[src/rtl/dma_pkg.sv]
package dma_pkg;
    localparam int NCH    = 4;
    localparam int CH_W   = 2;
    localparam int DATA_W = 8;
    localparam int REG_W  = 16;

    localparam logic [3:0] OFS_MASK  = 4'd10;
    localparam logic [3:0] OFS_MODE  = 4'd11;
    localparam logic [3:0] OFS_CLEAR = 4'd12;
    localparam int         MODE_AUTO_BIT = 4;
    localparam int         MODE_DIR_BIT  = 2;
    localparam int         MASK_VAL_BIT  = 2;

    typedef struct packed {
        logic [REG_W-1:0] base_addr;
        logic [REG_W-1:0] cur_addr;
        logic [REG_W-1:0] base_cnt;
        logic [REG_W-1:0] cur_cnt;
        logic             mask;
        logic             auto_en;
        logic             dir;
        logic             tc;
    } chan_t;
endpackage

[src/rtl/dma_decode.sv]
module dma_decode #(
    parameter int WORD_BUS = 0,
    localparam int ADDR_W  = 4 + WORD_BUS
) (
    input  logic              wr_en,
    input  logic              rd_en,
    input  logic [ADDR_W-1:0] addr,
    output logic              reg_hit,
    output logic              reg_acc,
    output logic [1:0]        ch,
    output logic              is_cnt,
    output logic              mask_wr,
    output logic              mode_wr,
    output logic              clr_wr
);
    import dma_pkg::*;

    logic [3:0] ofs;
    logic       aligned;

    generate
        if (WORD_BUS != 0) begin : g_word
            assign ofs     = addr[ADDR_W-1:1];
            assign aligned = ~addr[0];
        end else begin : g_byte
            assign ofs     = addr[3:0];
            assign aligned = 1'b1;
        end
    endgenerate

    always_comb begin
        reg_hit = aligned && (ofs[3] == 1'b0);
        ch      = ofs[2:1];
        is_cnt  = ofs[0];
        reg_acc = reg_hit && (wr_en || rd_en);
        mask_wr = wr_en && aligned && (ofs == OFS_MASK);
        mode_wr = wr_en && aligned && (ofs == OFS_MODE);
        clr_wr  = wr_en && aligned && (ofs == OFS_CLEAR);
    end
endmodule

[src/rtl/dma_byteptr.sv]
module dma_byteptr (
    input  logic clk,
    input  logic rst_n,
    input  logic clr_i,
    input  logic acc_i,
    output logic hi_o
);
    logic ptr_d, ptr_q;

    always_comb begin
        ptr_d = ptr_q;
        if (clr_i)      ptr_d = 1'b0;
        else if (acc_i) ptr_d = ~ptr_q;
    end

    always_ff @(posedge clk) begin
        if (!rst_n) ptr_q <= 1'b0;
        else        ptr_q <= ptr_d;
    end

    assign hi_o = ptr_q;

    a_r3_clear_low: assert property (@(posedge clk) disable iff (!rst_n)
        clr_i |=> !hi_o);
    a_r4_toggle: assert property (@(posedge clk) disable iff (!rst_n)
        (acc_i && !clr_i) |=> (hi_o != $past(hi_o)));
endmodule

[src/rtl/dma_channel.sv]
module dma_channel
    import dma_pkg::*;
(
    input  logic              clk,
    input  logic              rst_n,
    input  logic              ld_addr_i,
    input  logic              ld_cnt_i,
    input  logic              hi_i,
    input  logic [DATA_W-1:0] wdata_i,
    input  logic              mask_wr_i,
    input  logic              mask_val_i,
    input  logic              mode_wr_i,
    input  logic              mode_auto_i,
    input  logic              mode_dir_i,
    input  logic              step_i,
    output logic [REG_W-1:0]  cur_addr_o,
    output logic [REG_W-1:0]  cur_cnt_o,
    output logic              mask_o,
    output logic              auto_o,
    output logic              dir_o,
    output logic              tc_o
);
    chan_t ch_d, ch_q;

    always_comb begin
        ch_d    = ch_q;
        ch_d.tc = 1'b0;

        if (step_i && !ch_q.mask) begin
            ch_d.cur_addr = ch_q.cur_addr + 1'b1;
            ch_d.cur_cnt  = ch_q.cur_cnt - 1'b1;
            if (ch_q.cur_cnt == '0) begin
                ch_d.tc = 1'b1;
                if (ch_q.auto_en) begin
                    ch_d.cur_addr = ch_q.base_addr;
                    ch_d.cur_cnt  = ch_q.base_cnt;
                end else begin
                    ch_d.mask = 1'b1;
                end
            end
        end

        if (ld_addr_i) begin
            if (hi_i) begin
                ch_d.base_addr[15:8] = wdata_i;
                ch_d.cur_addr[15:8]  = wdata_i;
            end else begin
                ch_d.base_addr[7:0] = wdata_i;
                ch_d.cur_addr[7:0]  = wdata_i;
            end
        end

        if (ld_cnt_i) begin
            if (hi_i) begin
                ch_d.base_cnt[15:8] = wdata_i;
                ch_d.cur_cnt[15:8]  = wdata_i;
            end else begin
                ch_d.base_cnt[7:0] = wdata_i;
                ch_d.cur_cnt[7:0]  = wdata_i;
            end
        end

        if (mask_wr_i) ch_d.mask = mask_val_i;
        if (mode_wr_i) begin
            ch_d.auto_en = mode_auto_i;
            ch_d.dir     = mode_dir_i;
        end
    end

    always_ff @(posedge clk) begin
        if (!rst_n) begin
            ch_q      <= '0;
            ch_q.mask <= 1'b1;
        end else begin
            ch_q <= ch_d;
        end
    end

    assign cur_addr_o = ch_q.cur_addr;
    assign cur_cnt_o  = ch_q.cur_cnt;
    assign mask_o     = ch_q.mask;
    assign auto_o     = ch_q.auto_en;
    assign dir_o      = ch_q.dir;
    assign tc_o       = ch_q.tc;

    a_r9_single_masks: assert property (@(posedge clk) disable iff (!rst_n)
        (step_i && !mask_o && !auto_o && cur_cnt_o == '0 && !mask_wr_i)
        |=> (mask_o && tc_o));
    a_r10_auto_reload: assert property (@(posedge clk) disable iff (!rst_n)
        (step_i && !mask_o && auto_o && cur_cnt_o == '0 && !ld_cnt_i)
        |=> (cur_cnt_o == $past(ch_q.base_cnt) && tc_o));
    a_r11_masked_idle: assert property (@(posedge clk) disable iff (!rst_n)
        (step_i && mask_o && !ld_cnt_i) |=> ($stable(cur_cnt_o) && !tc_o));
endmodule

[src/rtl/dma_regfile.sv]
module dma_regfile
    import dma_pkg::*;
#(
    parameter int WORD_BUS = 0,
    localparam int ADDR_W  = 4 + WORD_BUS
) (
    input  logic              clk,
    input  logic              rst_n,
    input  logic              wr_en,
    input  logic              rd_en,
    input  logic [ADDR_W-1:0] addr,
    input  logic [DATA_W-1:0] wdata,
    output logic [DATA_W-1:0] rdata,
    input  logic              step_en,
    input  logic [CH_W-1:0]   step_ch,
    output logic [NCH-1:0]    mask_o,
    output logic [NCH-1:0]    auto_o,
    output logic [NCH-1:0]    dir_o,
    output logic [NCH-1:0]    tc_o
);
    logic            reg_hit, reg_acc, is_cnt, mask_wr, mode_wr, clr_wr, hi;
    logic [CH_W-1:0] dec_ch;
    logic [REG_W-1:0] cur_addr [NCH];
    logic [REG_W-1:0] cur_cnt  [NCH];
    logic [DATA_W-1:0] rdata_d, rdata_q;

    dma_decode #(.WORD_BUS(WORD_BUS)) u_dec (
        .wr_en(wr_en), .rd_en(rd_en), .addr(addr),
        .reg_hit(reg_hit), .reg_acc(reg_acc), .ch(dec_ch), .is_cnt(is_cnt),
        .mask_wr(mask_wr), .mode_wr(mode_wr), .clr_wr(clr_wr)
    );

    dma_byteptr u_ptr (
        .clk(clk), .rst_n(rst_n), .clr_i(clr_wr), .acc_i(reg_acc), .hi_o(hi)
    );

    generate
        for (genvar c = 0; c < NCH; c++) begin : g_ch
            dma_channel u_chan (
                .clk        (clk),
                .rst_n      (rst_n),
                .ld_addr_i  (wr_en && reg_hit && !is_cnt && dec_ch == CH_W'(c)),
                .ld_cnt_i   (wr_en && reg_hit &&  is_cnt && dec_ch == CH_W'(c)),
                .hi_i       (hi),
                .wdata_i    (wdata),
                .mask_wr_i  (mask_wr && wdata[1:0] == CH_W'(c)),
                .mask_val_i (wdata[MASK_VAL_BIT]),
                .mode_wr_i  (mode_wr && wdata[1:0] == CH_W'(c)),
                .mode_auto_i(wdata[MODE_AUTO_BIT]),
                .mode_dir_i (wdata[MODE_DIR_BIT]),
                .step_i     (step_en && step_ch == CH_W'(c)),
                .cur_addr_o (cur_addr[c]),
                .cur_cnt_o  (cur_cnt[c]),
                .mask_o     (mask_o[c]),
                .auto_o     (auto_o[c]),
                .dir_o      (dir_o[c]),
                .tc_o       (tc_o[c])
            );
        end
    endgenerate

    always_comb begin
        logic [REG_W-1:0] word;
        rdata_d = rdata_q;
        word    = is_cnt ? cur_cnt[dec_ch] : cur_addr[dec_ch];
        if (rd_en && !wr_en) begin
            if (reg_hit) rdata_d = hi ? word[15:8] : word[7:0];
            else         rdata_d = '0;
        end
    end

    always_ff @(posedge clk) begin
        if (!rst_n) rdata_q <= '0;
        else        rdata_q <= rdata_d;
    end

    assign rdata = rdata_q;

    a_r9_tc_single_channel: assert property (@(posedge clk) disable iff (!rst_n)
        $onehot0(tc_o));
    a_r6_mask_port: assert property (@(posedge clk) disable iff (!rst_n)
        mask_wr |=> (mask_o[$past(wdata[1:0])] == $past(wdata[MASK_VAL_BIT])));
endmodule

[config.mk]
export PLATFORM = sky130hd
export DESIGN_NAME = dma_regfile
export DESIGN_NICKNAME = d
export VERILOG_FILES = /design/src/rtl/dma_pkg.sv /design/src/rtl/dma_decode.sv /design/src/rtl/dma_byteptr.sv /design/src/rtl/dma_channel.sv /design/src/rtl/dma_regfile.sv
export SDC_FILE = /design/constraint.sdc
export NUM_CORES = 1
export LEC_CHECK = 0
export BUFFER_PORTS_ARGS = -buffer_cell sky130_fd_sc_hd__buf_2
export CELL_PAD_IN_SITES_DETAIL_PLACEMENT = 0
export CELL_PAD_IN_SITES_GLOBAL_PLACEMENT = 1
export CORE_MARGIN = 3
export CORE_UTILIZATION = 48
export CTS_BUF_LIST = sky130_fd_sc_hd__clkbuf_4 sky130_fd_sc_hd__clkbuf_8 sky130_fd_sc_hd__clkbuf_16
export DETAILED_ROUTE_END_ITERATION = 8
export PLACE_DENSITY_LB_ADDON = 0.1
export RECOVER_POWER = 25
export SETUP_SLACK_MARGIN = 0.3
export SYNTH_ARGS = -nofsm -noshare
export SYNTH_HDL_FRONTEND = slang
export SYNTH_SLANG_ARGS = --single-unit
[constraint.sdc]
create_clock -name clk -period 2.55 [get_ports clk]
set_clock_uncertainty 0.1 [all_clocks]
set_input_delay 0.765 -clock clk [delete_from_list [all_inputs] [get_ports clk]]
set_output_delay 0.765 -clock clk [all_outputs]
set_load 0.05 [all_outputs]
==> metrics.md, run 1 <==
| Metric | Value |
|---|---|
| CP Capture Type | `flip-flop` |
| Routed WL | `60.06 mm` |
| Post-synth EDFFs | `0` |
| Router iterations before antenna repair | `6` |
| Final Util | `0.5927` |
| Mapped cell area | `0.01518 mm²` |
| Vias per Instance | `6.443` |
| Post-CTS Hold Buffers | `0` |
| Most Frequent Cell on Critical Path | `clkbuf_1` |
| Share of post-route cells with drive strength above 1 | `0.2147` |
| Vias in the first global route | `14620` |
| Ports | `43` |
| Normalized max-slew margin | `0.5465` |
| Slew @ Worst Pin | `0.6803 ns` |
| Ys flop type | `dfxtp_1` |
| Overall Power | `0.01027 W` |
| Syn avg cell area | `7.963 µm²` |
| Crit Path Max Fanout | `9` |
| Final min period | `2.351 ns` |
| Slew Viols, Final | `0` |
| Clk slew on worst S/H paths | `0.06 ns` |
| Reg-to-Reg End | `g_ch[0].u_chan.cur_addr_o[8]` |
| Final HPWL DP | `approximately 42 mm` |
| Max Root-Sink Buffers | `3` |
| Crit-path cells | `clkbuf_1, nor2b_1, clkbuf_1, nand3b_1, nor3_2, clkbuf_1, nand2_1, o22ai_1` |
| CP required | `2.89 ns` |
| Synth warn | `0` |
| Via total after detailed routing | `roughly 16000` |
| Leakage power | `6.548 nW` |
| CP top delay family | `buffers and inverters` |
| CP Class | `in -> reg` |
| Arrival @ worst endpoint | `roughly 2.7 ns` |
| Worst r2r src | `g_ch[0].u_chan.cur_cnt_o[10]` |
| Worst Hold Class | `reg -> reg` |
| Fill count | `between 2000 and 3000` |
| Worst path max stage delay | `slightly above 0.4 ns` |
| Final nets | `about 2100` |
| Worst Setup Start Kind | `input pin` |
| GP Congestion | `0.9895` |
| Remaining routing DRC violations | `0` |
| Reg2reg path depth | `9` |
| Hold Crit Start | `g_ch[0].u_chan.dir_o` |
| Synthesized flop and latch total | `281` |
| Port bufs | `42` |
| Die ar. | `between 0.03 and 0.04 mm²` |
| Overflow after GRT | `0` |
| CTS root buffer | `clkbuf_16` |
| Final worst slack | `0.1992 ns` |
| First-pass GRT wire length | `90.62 mm` |
| Sink Count | `281` |
| Dpl cells | `2370` |
| Largest net degree at the start of global routing | `50` |
| Die Y | `183.8 µm` |
| CTS tree | `yes` |
| Non-Filler Instances | `2459` |
| Hold Violations, Final | `0` |
| Routed wire length per instance | `about 24 µm` |
| Antenna-violating nets left | `0` |
| Tot GR Track Use | `0.3477` |
| TritonCTS Buffers | `34` |
| FFs w/ async S/R, synth | `0` |
| Die width | `183.8 µm` |
| Core Area | `0.03091 mm²` |
| Max frequency | `around 430 MHz` |
| Crit. Startpoint | `wr_en` |
| CP Buf/Inv Count | `3` |
| Worst path slowest cell | `clkbuf_1` |
| Share of the yosys chip area belonging to registers | `0.3707` |
| Post-Synthesis Cells | `1906` |
| Crit path depth | `8` |
| TNS Setup | `0 ns` |
| Max VDD drop | `461.8 µV` |
| Power Dens Cells | `560.6 mW/mm²` |
| Area Growth Syn to Fin | `20.70%` |
| Number of max-cap violations | `0` |
| Clock Latency Late Sink | `0.53 ns` |
| RSZ-0062 raised after global routing | `true` |
| Syn_nets | `between 1500 and 2000` |
| Synth unique cells | `85` |
| Setup violations, final | `0` |
| Initial antenna violation count | `6` |
| Site Rows | `64` |
| Reg-to-reg slack, setup | `0.29 ns` |
| Worst Setup EP | `g_ch[2].u_chan.cur_addr_o[6]` |
| DRT iter0 DRCs | `1876` |
| Deepest level of the CTS H-tree | `2` |
| Dpl ws | `0.02031 ns` |
| Initial core utilization | `0.4910` |
| Period Utilization, post-route | `0.9219` |
| Outcome | `completed` |
-- layout make-up --
type,count,area [µm²],area share
Inverter,29,113.9,0.006215
Multi-Input combinational cell,1435,8936,0.4878
Clock buffer,49,1054,0.05751
Tap cell,396,495.5,0.02705
Clock inverter,8,43.79,0.002391
Timing Repair Buffer,257,2026,0.1106
Sequential cell,281,5640,0.3079
Antenna cell,4,10.01,0.0005464
-- Yosys cell counts, types with 5 or more instances --
cell	number	area, µm²
buf_4	17	127.6
o32ai_1	10	87.58
mux2i_1	25	250.2
o21ai_0	130	650.6
o22ai_1	31	193.9
ha_1	8	100.1
and2_1	9	56.30
a21o_1	8	60.06
nor2_1	104	390.4
and3_1	20	125.1
a211oi_1	6	45.04
mux2_2	20	225.2
dfxtp_1	281	5625
a31oi_1	28	175.2
nor3_2	7	70.07
nor3_1	39	195.2
nand3_1	55	275.3
o31ai_1	9	67.56
nand4b_1	5	43.79
and4_1	10	87.58
o221ai_1	19	166.4
o21bai_1	6	45.04
nand2_1	365	1370
mux4_2	39	878.3
nor2b_1	11	68.82
nor4_1	9	56.30
a21oi_1	282	1411
inv_1	28	105.1
a211o_1	6	52.55
clkbuf_8	5	68.82
nand4_1	23	143.9
a311oi_1	5	43.79
a22oi_1	7	52.55
or3_1	7	43.79
o21a_1	9	67.56
a41oi_1	11	96.34
o211ai_1	23	172.7
buf_2	24	120.1
nand3b_1	8	60.06
clkbuf_1	112	420.4
-- cell usage in the layout, fill, tap and decap left out, types with 12 or more instances in the layout --
cell type	netlist	routed
nand2_1	365	362
a21oi_1	282	278
dfxtp_1	281	273
buf_4	17	177
o21ai_0	130	120
nor2_1	104	102
nand3_1	55	55
nor3_1	39	40
mux4_2	39	39
clkbuf_16	0	38
buf_2	24	38
o22ai_1	31	31
a31oi_1	28	27
inv_1	28	25
mux2i_1	25	25
nand4_1	23	23
o211ai_1	23	23
mux2_2	20	19
and3_1	20	18
o221ai_1	19	17
buf_12	0	14
buf_6	2	13
clkbuf_1	112	12
-- worst min path at each step --
stage	to	slack [ns]	depth (start not counted)
floorplan	g_ch[2].u_chan.ch_q[30]	0.33	2
global placement	g_ch[2].u_chan.ch_q[27]	0.34	2
detailed placement	g_ch[2].u_chan.ch_q[27]	0.34	2
CTS	g_ch[2].u_chan.ch_q[27]	0.35	2
global route	g_ch[1].u_chan.ch_q[66]	0.37	2
finish	g_ch[0].u_chan.dir_o	0.35	2
-- cell families after synthesis --
family / after synthesis / synth area share
buf+inv: 193 / 0.05820
flops: 281 / 0.3707
mux: 86 / 0.09167
simple gates: 707 / 0.2250
fa+ha+maj: 8 / 0.006595
xor+xnor: 6 / 0.003462
compound gates: 625 / 0.2444
-- flip-flops by register name, indices dropped and copies added, names as in the netlist --
signal / count
g_ch.u_chan.auto_o: 4
g_ch.u_chan.ch_q: 128
g_ch.u_chan.cur_addr_o: 64
g_ch.u_chan.cur_cnt_o: 64
g_ch.u_chan.dir_o: 4
g_ch.u_chan.mask_o: 4
g_ch.u_chan.tc_o: 4
rdata: 8
u_ptr.hi_o: 1
-- worst reg2reg max path, stage by stage (launching register included) --
cell      delay (ns)
dfxtp_1         0.32
or4_4           0.59
nor3_4          0.15
buf_6           0.16
buf_4           0.12
and3_4          0.22
buf_12          0.12
o21a_1          0.10
o211ai_1        0.08
o22ai_1         0.22
-- power by group --
part	internal, W	total (W)	switching [W]
combinational	0.000360	0.000979	0.000618
sequential	0.00444	0.00451	0.0000674
clock	0.00286	0.00478	0.00192
total	0.00766	0.0103	0.00261
-- metal layers --
| layer | vias up | global-route usage | wire length, µm |
|---|---|---|---|
| met5 | - | 0 | 66 |
| met1 | 7648 | 0.4836 | 25320 |
| met2 | 767 | 0.5341 | 26130 |
| met4 | 8 | 0.1391 | 2701 |
| met3 | 172 | 0.06846 | 5843 |
| li1 | 7249 | - | - |
-- through the flow --
step / hold slack (ns) / cell area (µm²)
floorplan: 0.3317 / 15220
global placement: 0.3402 / 16740
detailed placement: 0.3449 / 16740
CTS: 0.3528 / 18080
global route: 0.3686 / 18310
finish: 0.3477 / 18320
-- repair_timing --
item	in CTS	in global routing
setup buffers	13	11
pin swaps	15	23
gates cloned	2	2
resized for setup	40	49
setup endpoints to repair	65	74
Power figures use the tool's default switching activity.
==> inputs of run 2 (changes only) <==
==> constraint.sdc (replaced) <==
create_clock -name clk -period 2.35 [get_ports clk]
set_clock_uncertainty 0.1 [all_clocks]
set_input_delay 0.705 -clock clk [delete_from_list [all_inputs] [get_ports clk]]
set_output_delay 0.705 -clock clk [all_outputs]
set_load 0.01 [all_outputs]
==> run 2 against run 1 <==
Compared with the run above:
- die area stayed put
- via count is 3.3% higher
- combinational power is 26% higher
- clock power is 2% higher
- count of clock-buffer cells in the layout is 1 lower
- sequential cell count stayed put
- register-to-register slack worse by 0.25 ns
- critical path type is now reg -> reg
- largest cell class unchanged
==> metrics.md, run 2 (synthesized netlist as in run 1, its figures left out) <==
| Metric | Value |
|---|---|
| Outcome | `completed (unchanged)` |
| Antenna-violating nets left | `0 (unchanged)` |
| Max VDD drop | `596.7 µV (was 461.8 µV)` |
| Deepest level of the CTS H-tree | `1 (was 2)` |
| Commonest cells after routing, fill and taps aside | `nand2_1 (354), dfxtp_1 (257), a21oi_1 (256) (was nand2_1 (362), a21oi_1 (278), dfxtp_1 (273))` |
| CTS tree | `yes (unchanged)` |
| RSZ-0062 raised after global routing | `true (unchanged)` |
| Via total after detailed routing | `16370 (was 15840)` |
| Worst r2r src | `g_ch[0].u_chan.cur_cnt_o[0] (was g_ch[0].u_chan.cur_cnt_o[10])` |
| Normalized max-slew margin | `0.5528 (was 0.5465)` |
| Worst Hold Class | `reg -> reg (unchanged)` |
| Crit Path Max Fanout | `4 (was 9)` |
| Clock Latency Late Sink | `0.57 ns (was 0.53 ns)` |
| Area Growth Syn to Fin | `31.95% (was 20.70%)` |
| Die ar. | `0.03379 mm² (unchanged)` |
| Largest net degree at the start of global routing | `39 (was 50)` |
| Commonest non-fill, non-tap cell in the layout | `nand2_1 (unchanged)` |
| Final HPWL DP | `43.83 mm (was 42.38 mm)` |
| Worst Setup Start Kind | `flip-flop (was input pin)` |
| Setup violations, final | `0 (unchanged)` |
| Fill count | `2686 (was 2898)` |
| Max frequency | `between 400 and 500 MHz` |
| Initial core utilization | `0.4910 (unchanged)` |
| Period Utilization, post-route | `0.9831` |
| Vias per Instance | `6.476 (was 6.443)` |
| Port bufs | `42 (unchanged)` |
| Non-Filler Instances | `2528 (was 2459)` |
| Sink Count | `281 (unchanged)` |
| Number of max-cap violations | `0 (unchanged)` |
| Clk slew on worst S/H paths | `0.06 ns (about the same)` |
| CTS root buffer | `clkbuf_16 (unchanged)` |
| Tot GR Track Use | `0.3546 (was 0.3477)` |
| DRT iter0 DRCs | `1471 (was 1876)` |
| Reg-to-Reg End | `g_ch[0].u_chan.cur_cnt_o[5] (was g_ch[0].u_chan.cur_addr_o[8])` |
| Ports | `43 (unchanged)` |
| GP Congestion | `0.9989 (was 0.9895)` |
| CP required | `2.73 ns (was 2.89 ns)` |
| Overflow after GRT | `0 (unchanged)` |
| Largest register by flop count | `g_ch.u_chan.ch_q (unchanged)` |
| Slew Viols, Final | `0 (unchanged)` |
| Reg2reg path depth | `10 (was 9)` |
| CP Class | `reg -> reg (was in -> reg)` |
| Power Dens Cells | `548.4 mW/mm² (was 560.6 mW/mm²)` |
| Arrival @ worst endpoint | `2.69 ns (was 2.70 ns)` |
| Site Rows | `64 (unchanged)` |
| Overall Power | `0.01098 W (was 0.01027 W)` |
| Share of post-route cells with drive strength above 1 | `0.3055 (was 0.2147)` |
| CP Capture Type | `flip-flop (unchanged)` |
| Dpl cells | `2413 (was 2370)` |
| First-pass GRT wire length | `92.26 mm (was 90.62 mm)` |
| Final min period | `2.310 ns` |
| Vias in the first global route | `14980 (was 14620)` |
| Leakage power | `7.265 nW (was 6.548 nW)` |
| TritonCTS Buffers | `31 (was 34)` |
| Remaining routing DRC violations | `0 (unchanged)` |
| Worst hold endpoint | `g_ch[3].u_chan.ch_q[64] (was g_ch[0].u_chan.dir_o)` |
| Worst hold stages | `2 (unchanged)` |
| Die width | `183.8 µm (unchanged)` |
| Routed WL | `62.77 mm (was 60.06 mm)` |
| Routed wire length per instance | `24.83 µm (was 24.42 µm)` |
| Hold Crit Start | `g_ch[3].u_chan.ch_q[64] (was g_ch[0].u_chan.dir_o)` |
| Hold Violations, Final | `0 (unchanged)` |
| Max Root-Sink Buffers | `3 (unchanged)` |
| Core Area | `0.03091 mm² (unchanged)` |
| Slew @ Worst Pin | `0.6709 ns (was 0.6803 ns)` |
| Number of flip-flops under the largest register name | `128 (unchanged)` |
| Initial antenna violation count | `4 (was 6)` |
| Router iterations before antenna repair | `5 (was 6)` |
| Final nets | `2138 (was 2065)` |
| Final hold slack | `0.3524 ns (was 0.3477 ns)` |
| Reg-to-reg slack, setup | `0.04 ns (was 0.29 ns)` |
| Die Y | `183.8 µm (unchanged)` |
run 2: changes by cell type in the layout (fill, tap and decap cells not counted), moves of 16 or more:
cell,before,now
a21oi_1,278,256
a21oi_2,4,24
buf_12,14,37
buf_4,177,194
buf_6,13,38
dfxtp_1,273,257
o21ai_0,120,82
o21ai_1,6,37
run 2: routing by layer:
layer | GRT usage | vias up | routed length (µm)
met5 | 0 | - | 39
met4 | 0.1515 | 6 | 3314
met3 | 0.07697 | 194 | 6334
met2 | 0.5528 | 835 | 27630
met1 | 0.4782 | 7950 | 25450
li1 | - | 7386 | -
run 2: where the power goes:
group	internal, W	switching, W	total [W]
sequential	0.00482	0.0000728	0.00489
clock	0.00286	0.00200	0.00487
combinational	0.000500	0.000728	0.00123
run 2: how the worst max path moves through the flow:
stage / start / endpoint / depth (start not counted) / slack (ns)
finish: g_ch[0].u_chan.cur_cnt_o[0] / g_ch[0].u_chan.cur_cnt_o[5] / 10 / 0.04
global route: g_ch[0].u_chan.cur_cnt_o[0] / g_ch[0].u_chan.cur_cnt_o[5] / 10 / -0.06
CTS: g_ch[0].u_chan.cur_cnt_o[0] / g_ch[0].u_chan.cur_addr_o[2] / 9 / 0.08
detailed placement: addr[1] / rdata[1] / 6 / -0.09
global placement: addr[1] / rdata[4] / 6 / -0.06
floorplan: step_en / g_ch[3].u_chan.cur_cnt_o[13] / 8 / 0.17
run 2: critical path: stages, from the launching register on:
cell and delay [ns]:
dfxtp_2 0.32, inv_2 0.06, ha_4 0.12, or3b_4 0.40
nor4_4 0.25, buf_4 0.19, and3_4 0.23, buf_4 0.11
o21ai_1 0.04, nor2b_1 0.13, o32ai_1 0.26
run 2: area by class of cell:
cell class / count / area, µm² / area share
diodes: 1 / 2.502 / 0.0001250
clock buffers: 48 / 953.4 / 0.04761
clock inverters: 5 / 50.05 / 0.002499
inverters: 29 / 116.4 / 0.005810
multi-input cells: 1432 / 9659 / 0.4823
flip-flops and latches: 281 / 5665 / 0.2829
well taps: 396 / 495.5 / 0.02474
repair buffers: 336 / 3084 / 0.1540
run 2: metrics by stage:
| stage | setup WS [ns] | setup TNS (ns) | area [µm²] | util |
|---|---|---|---|---|
| 2_1_floorplan | 0.1684 | 0 | 15400 | - |
| 4_1_cts | 0.08179 | 0 | 18980 | 0.6140 |
| 3_3_place_gp | -0.05557 | -0.4302 | 17330 | 0.5605 |
| 6_report | 0.03967 | 0 | 20030 | 0.6479 |
| 3_5_place_dp | -0.09348 | -0.6797 | 17330 | 0.5605 |
| 5_1_grt | -0.06368 | -0.3995 | 20030 | 0.6479 |
run 2: what timing repair did:
item	CTS	global route
pin swaps	33	134
gates cloned	4	3
setup buffers	32	22
hold buffers	0	0
gates resized for setup	96	240
setup endpoints to repair	86	120
==> inputs of run 3 (changes only) <==
- ABC_AREA: not set -> 1
- CORE_ASPECT_RATIO: not set -> 0.5
- CORE_UTILIZATION: 48 -> 46
- CTS_BUF_LIST: sky130_fd_sc_hd__clkbuf_4 sky130_fd_sc_hd__clkbuf_8 sky130_fd_sc_hd__clkbuf_16 -> sky130_fd_sc_hd__clkbuf_4
==> run 3 against run 2 <==
Compared with the run above:
- die area is 15% higher
- critical path depth fell by 8
- highest routed layer is now met4
- sequential share of layout area grew 1.1 points
- clock power decreased by 17%
- combinational power fell by 21%
- via count up 12%
- count of clock-buffer cells in the layout up 46
==> metrics.md, run 3 <==
| Metric | Value |
|---|---|
| Overflow after GRT | `0 (unchanged)` |
| Die width | `275.6 µm (was 183.8 µm)` |
| Synth area leaders | `dfxtp_1 (34%), nand2_1 (23%), a21oi_1 (8.7%) (was dfxtp_1 (37%), a21oi_1 (9.3%), nand2_1 (9.0%))` |
| Worst Setup Start Kind | `flip-flop (unchanged)` |
| Synth warn | `0 (unchanged)` |
| Initial antenna violation count | `1 (was 4)` |
| DRT iter0 DRCs | `2183 (was 1471)` |
| Vias in the first global route | `16340 (was 14980)` |
| Number of max-cap violations | `0 (unchanged)` |
| Deepest level of the CTS H-tree | `3 (was 1)` |
| Crit Path Max Fanout | `2 (was 4)` |
| Largest register by flop count | `g_ch.u_chan.ch_q (unchanged)` |
| GP Congestion | `1.024 (was 0.9989)` |
| Final min period | `2.154 ns (was 2.310 ns)` |
| Worst path max stage delay | `0.32 ns (was 0.40 ns)` |
| Sink Count | `281 (unchanged)` |
| Routed WL | `62.45 mm (was 62.77 mm)` |
| Top cells by count, synth | `nand2_1 (1004), a21oi_1 (290), dfxtp_1 (281), inv_1 (203), nand3_1 (185) (was nand2_1 (365), a21oi_1 (282), dfxtp_1 (281), o21ai_0 (130), clkbuf_1 (112))` |
| Fill count | `3678 (was 2686)` |
| Reg-to-reg slack, setup | `0.28 ns (was 0.04 ns)` |
| Syn avg cell area | `6.220 µm² (was 7.963 µm²)` |
| Syn_nets | `2715 (was 1933)` |
| Most Frequent Cell on Critical Path | `buf_6 (was buf_4)` |
| Worst path slowest cell | `dfxtp_2 (was or3b_4)` |
| Synth area leader | `dfxtp_1 (unchanged)` |
| Final nets | `2840 (was 2138)` |
| Max VDD drop | `298.7 µV (was 596.7 µV)` |
| Placed cell areas | `0.01797 mm² (was 0.01733 mm²)` |
| Share of the yosys chip area belonging to registers | `0.3365 (was 0.3707)` |
| CP Class | `reg -> out (was reg -> reg)` |
| Initial core utilization | `0.4759 (was 0.4910)` |
| Router iterations before antenna repair | `8 (was 5)` |
| Worst Setup EP | `auto_o[3] (was g_ch[0].u_chan.cur_cnt_o[5])` |
| Core Area | `0.03513 mm² (was 0.03091 mm²)` |
| Vias per Instance | `5.513 (was 6.476)` |
| Die Y | `140.8 µm (was 183.8 µm)` |
| Final Cell Area | `0.01927 mm² (was 0.02003 mm²)` |
| RSZ-0062 raised after global routing | `true (unchanged)` |
| Site Rows | `48 (was 64)` |
| TritonCTS Buffers | `71 (was 31)` |
| Count leader, synth | `nand2_1 (unchanged)` |
| Multi-input gate area | `0.009535 mm² (was 0.009659 mm²)` |
| Area Growth Syn to Fin | `15.28% (was 31.95%)` |
| CP Capture Type | `output pin (was flip-flop)` |
| Share of post-route cells with drive strength above 1 | `0.1441 (was 0.3055)` |
| Largest net degree at the start of global routing | `64 (was 39)` |
| Number of flip-flops under the largest register name | `128 (unchanged)` |
| Reg-to-Reg End | `g_ch[2].u_chan.cur_cnt_o[11] (was g_ch[0].u_chan.cur_cnt_o[5])` |
| Via total after detailed routing | `18350 (was 16370)` |
| Die ar. | `0.03881 mm² (was 0.03379 mm²)` |
| Worst r2r src | `u_ptr.hi_o (was g_ch[0].u_chan.cur_cnt_o[0])` |
| Crit. Startpoint | `g_ch[3].u_chan.auto_o (was g_ch[0].u_chan.cur_cnt_o[0])` |
| Post-synth EDFFs | `0 (unchanged)` |
| Setup violations, final | `0 (unchanged)` |
| Overall Power | `0.009822 W (was 0.01098 W)` |
| CP required | `1.54 ns (was 2.73 ns)` |
| Reg2reg path depth | `6 (was 10)` |
| Power Dens Cells | `509.6 mW/mm² (was 548.4 mW/mm²)` |
| Synth unique cells | `48 (was 85)` |
| Period Utilization, post-route | `0.9167 (was 0.9831)` |
| Commonest cells after routing, fill and taps aside | `nand2_1 (1006), a21oi_1 (290), dfxtp_1 (251) (was nand2_1 (354), dfxtp_1 (257), a21oi_1 (256))` |
| Register area | `0.005668 mm² (was 0.005665 mm²)` |
| Leakage power | `8.142 nW (was 7.265 nW)` |
| Slew @ Worst Pin | `0.6796 ns (was 0.6709 ns)` |
| Post-Synthesis Cells | `2688 (was 1906)` |
| Port bufs | `42 (unchanged)` |
| Ports | `43 (unchanged)` |
| Commonest non-fill, non-tap cell in the layout | `nand2_1 (unchanged)` |
| Synthesized flop and latch total | `281 (unchanged)` |
| Antenna-violating nets left | `0 (unchanged)` |
| Ys flop type | `dfxtp_1 (unchanged)` |
| Arrival @ worst endpoint | `1.35 ns (was 2.69 ns)` |
| FFs w/ async S/R, synth | `0 (unchanged)` |
| Hold Violations, Final | `0 (unchanged)` |
| Final HPWL DP | `43.59 mm (was 43.83 mm)` |
| CTS root buffer | `clkbuf_4 (was clkbuf_16)` |
| Tot GR Track Use | `0.3192 (was 0.3546)` |
| Crit-path cells | `buf_6, buf_6 (was inv_2, ha_4, or3b_4, nor4_4, buf_4, and3_4, buf_4, o21ai_1, nor2b_1, o32ai_1)` |
| Slew Viols, Final | `0 (unchanged)` |
| Final hold slack | `0.1743 ns (was 0.3524 ns)` |
| Max frequency | `464.2 MHz (was 432.8 MHz)` |
| Clk slew on worst S/H paths | `0.07 ns (was 0.06 ns)` |
| Mapped cell area | `0.01672 mm² (was 0.01518 mm²)` |
| Synth top area share | `0.3365 (was 0.3707)` |
| Normalized max-slew margin | `0.5469 (was 0.5528)` |
| CTS tree | `yes (unchanged)` |
| Worst Hold Class | `in -> reg (was reg -> reg)` |
| Max Root-Sink Buffers | `3 (unchanged)` |
| Routed wire length per instance | `18.76 µm (was 24.83 µm)` |
| First-pass GRT wire length | `96.05 mm (was 92.26 mm)` |
| Clock Latency Late Sink | `0.78 ns (was 0.57 ns)` |
| Outcome | `completed (unchanged)` |
| Remaining routing DRC violations | `0 (unchanged)` |
==> run 3: cell count changes after synthesis, moves of 44 or more <==
| cell | delta |
|---|---|
| clkbuf_1 | -45 |
| nand4_1 | +57 |
| inv_1 | +175 |
| nor2_1 | +69 |
| nand2_1 | +639 |
| nand3_1 | +130 |
| o21ai_0 | -44 |
==> run 3: how the worst min path moves through the flow <==
stage,start,endpoint,slack [ns],cells past startpoint
2_1_floorplan,g_ch[3].u_chan.ch_q[61],g_ch[3].u_chan.ch_q[61],0.33,2
3_3_place_gp,g_ch[3].u_chan.ch_q[64],g_ch[3].u_chan.ch_q[64],0.34,2
3_5_place_dp,g_ch[3].u_chan.ch_q[63],g_ch[3].u_chan.ch_q[63],0.35,2
4_1_cts,rst_n,g_ch[3].u_chan.mask_o,0.11,2
5_1_grt,rst_n,g_ch[3].u_chan.mask_o,0.15,2
6_report,rst_n,g_ch[3].u_chan.mask_o,0.17,2
==> run 3: cell families after synthesis <==
logic type      Yosys count  synth area share
fa+ha+maj                 8          0.005987
xor+xnor                 40           0.02095
flops                   281            0.3365
simple gates           1536            0.3950
compound gates          450            0.1431
buf+inv                 373           0.09856
==> run 3: area by class of cell <==
cell class	instances	share of cell area
Multi-Input combinational cell	2034	0.4947
Sequential cell	281	0.2941
Timing Repair Buffer	199	0.09484
Inverter	226	0.04505
Clock buffer	94	0.03661
Tap cell	475	0.03083
Clock inverter	19	0.003765
Antenna cell	1	0.0001298
==> run 3: layer usage <==
metal | GRT usage | part of all wire | routed length (µm)
met1 | 0.4865 | 0.48 | 29820
met2 | 0.4443 | 0.40 | 25110
met3 | 0.07925 | 0.099 | 6188
met4 | 0.07545 | 0.021 | 1325
met5 | 0 | 0 | 0
==> run 3: what timing repair did <==
item                       CTS  global route
pin swaps                    1            10
setup buffers                6            15
gates cloned                 0             2
resized for setup           47            57
hold buffers                 0             0
setup endpoints to repair   51           130
==> run 3: worst max-delay path: cells and delay by family, from the launching register on <==
family,cells,cell delay [ns]
flip-flops,1,0.32
buffers and inverters,2,0.25
==> run 3: through the flow <==
| step | cells | setup TNS (ns) | worst slack, ns | util |
|---|---|---|---|---|
| 4_1_cts | 3311 | 0 | 0.1422 | 0.5395 |
| 5_1_grt | 3329 | 0 | 0.08629 | 0.5486 |
| 2_1_floorplan | 2688 | 0 | 0.3057 | - |
| 3_3_place_gp | 3192 | -0.09763 | -0.05633 | 0.5114 |
| 3_5_place_dp | 3192 | -0.05484 | -0.03542 | 0.5114 |
| 6_report | 3329 | 0 | 0.1958 | 0.5486 |
==> run 3: power by group <==
part / internal, W / total [W] / switching, W / leakage (nW)
registers: 0.00480 / 0.00484 / 0.0000431 / 2.28
clock network: 0.00184 / 0.00402 / 0.00217 / 0.475
logic: 0.000328 / 0.000966 / 0.000638 / 5.39
total: 0.00697 / 0.00982 / 0.00285 / 8.14
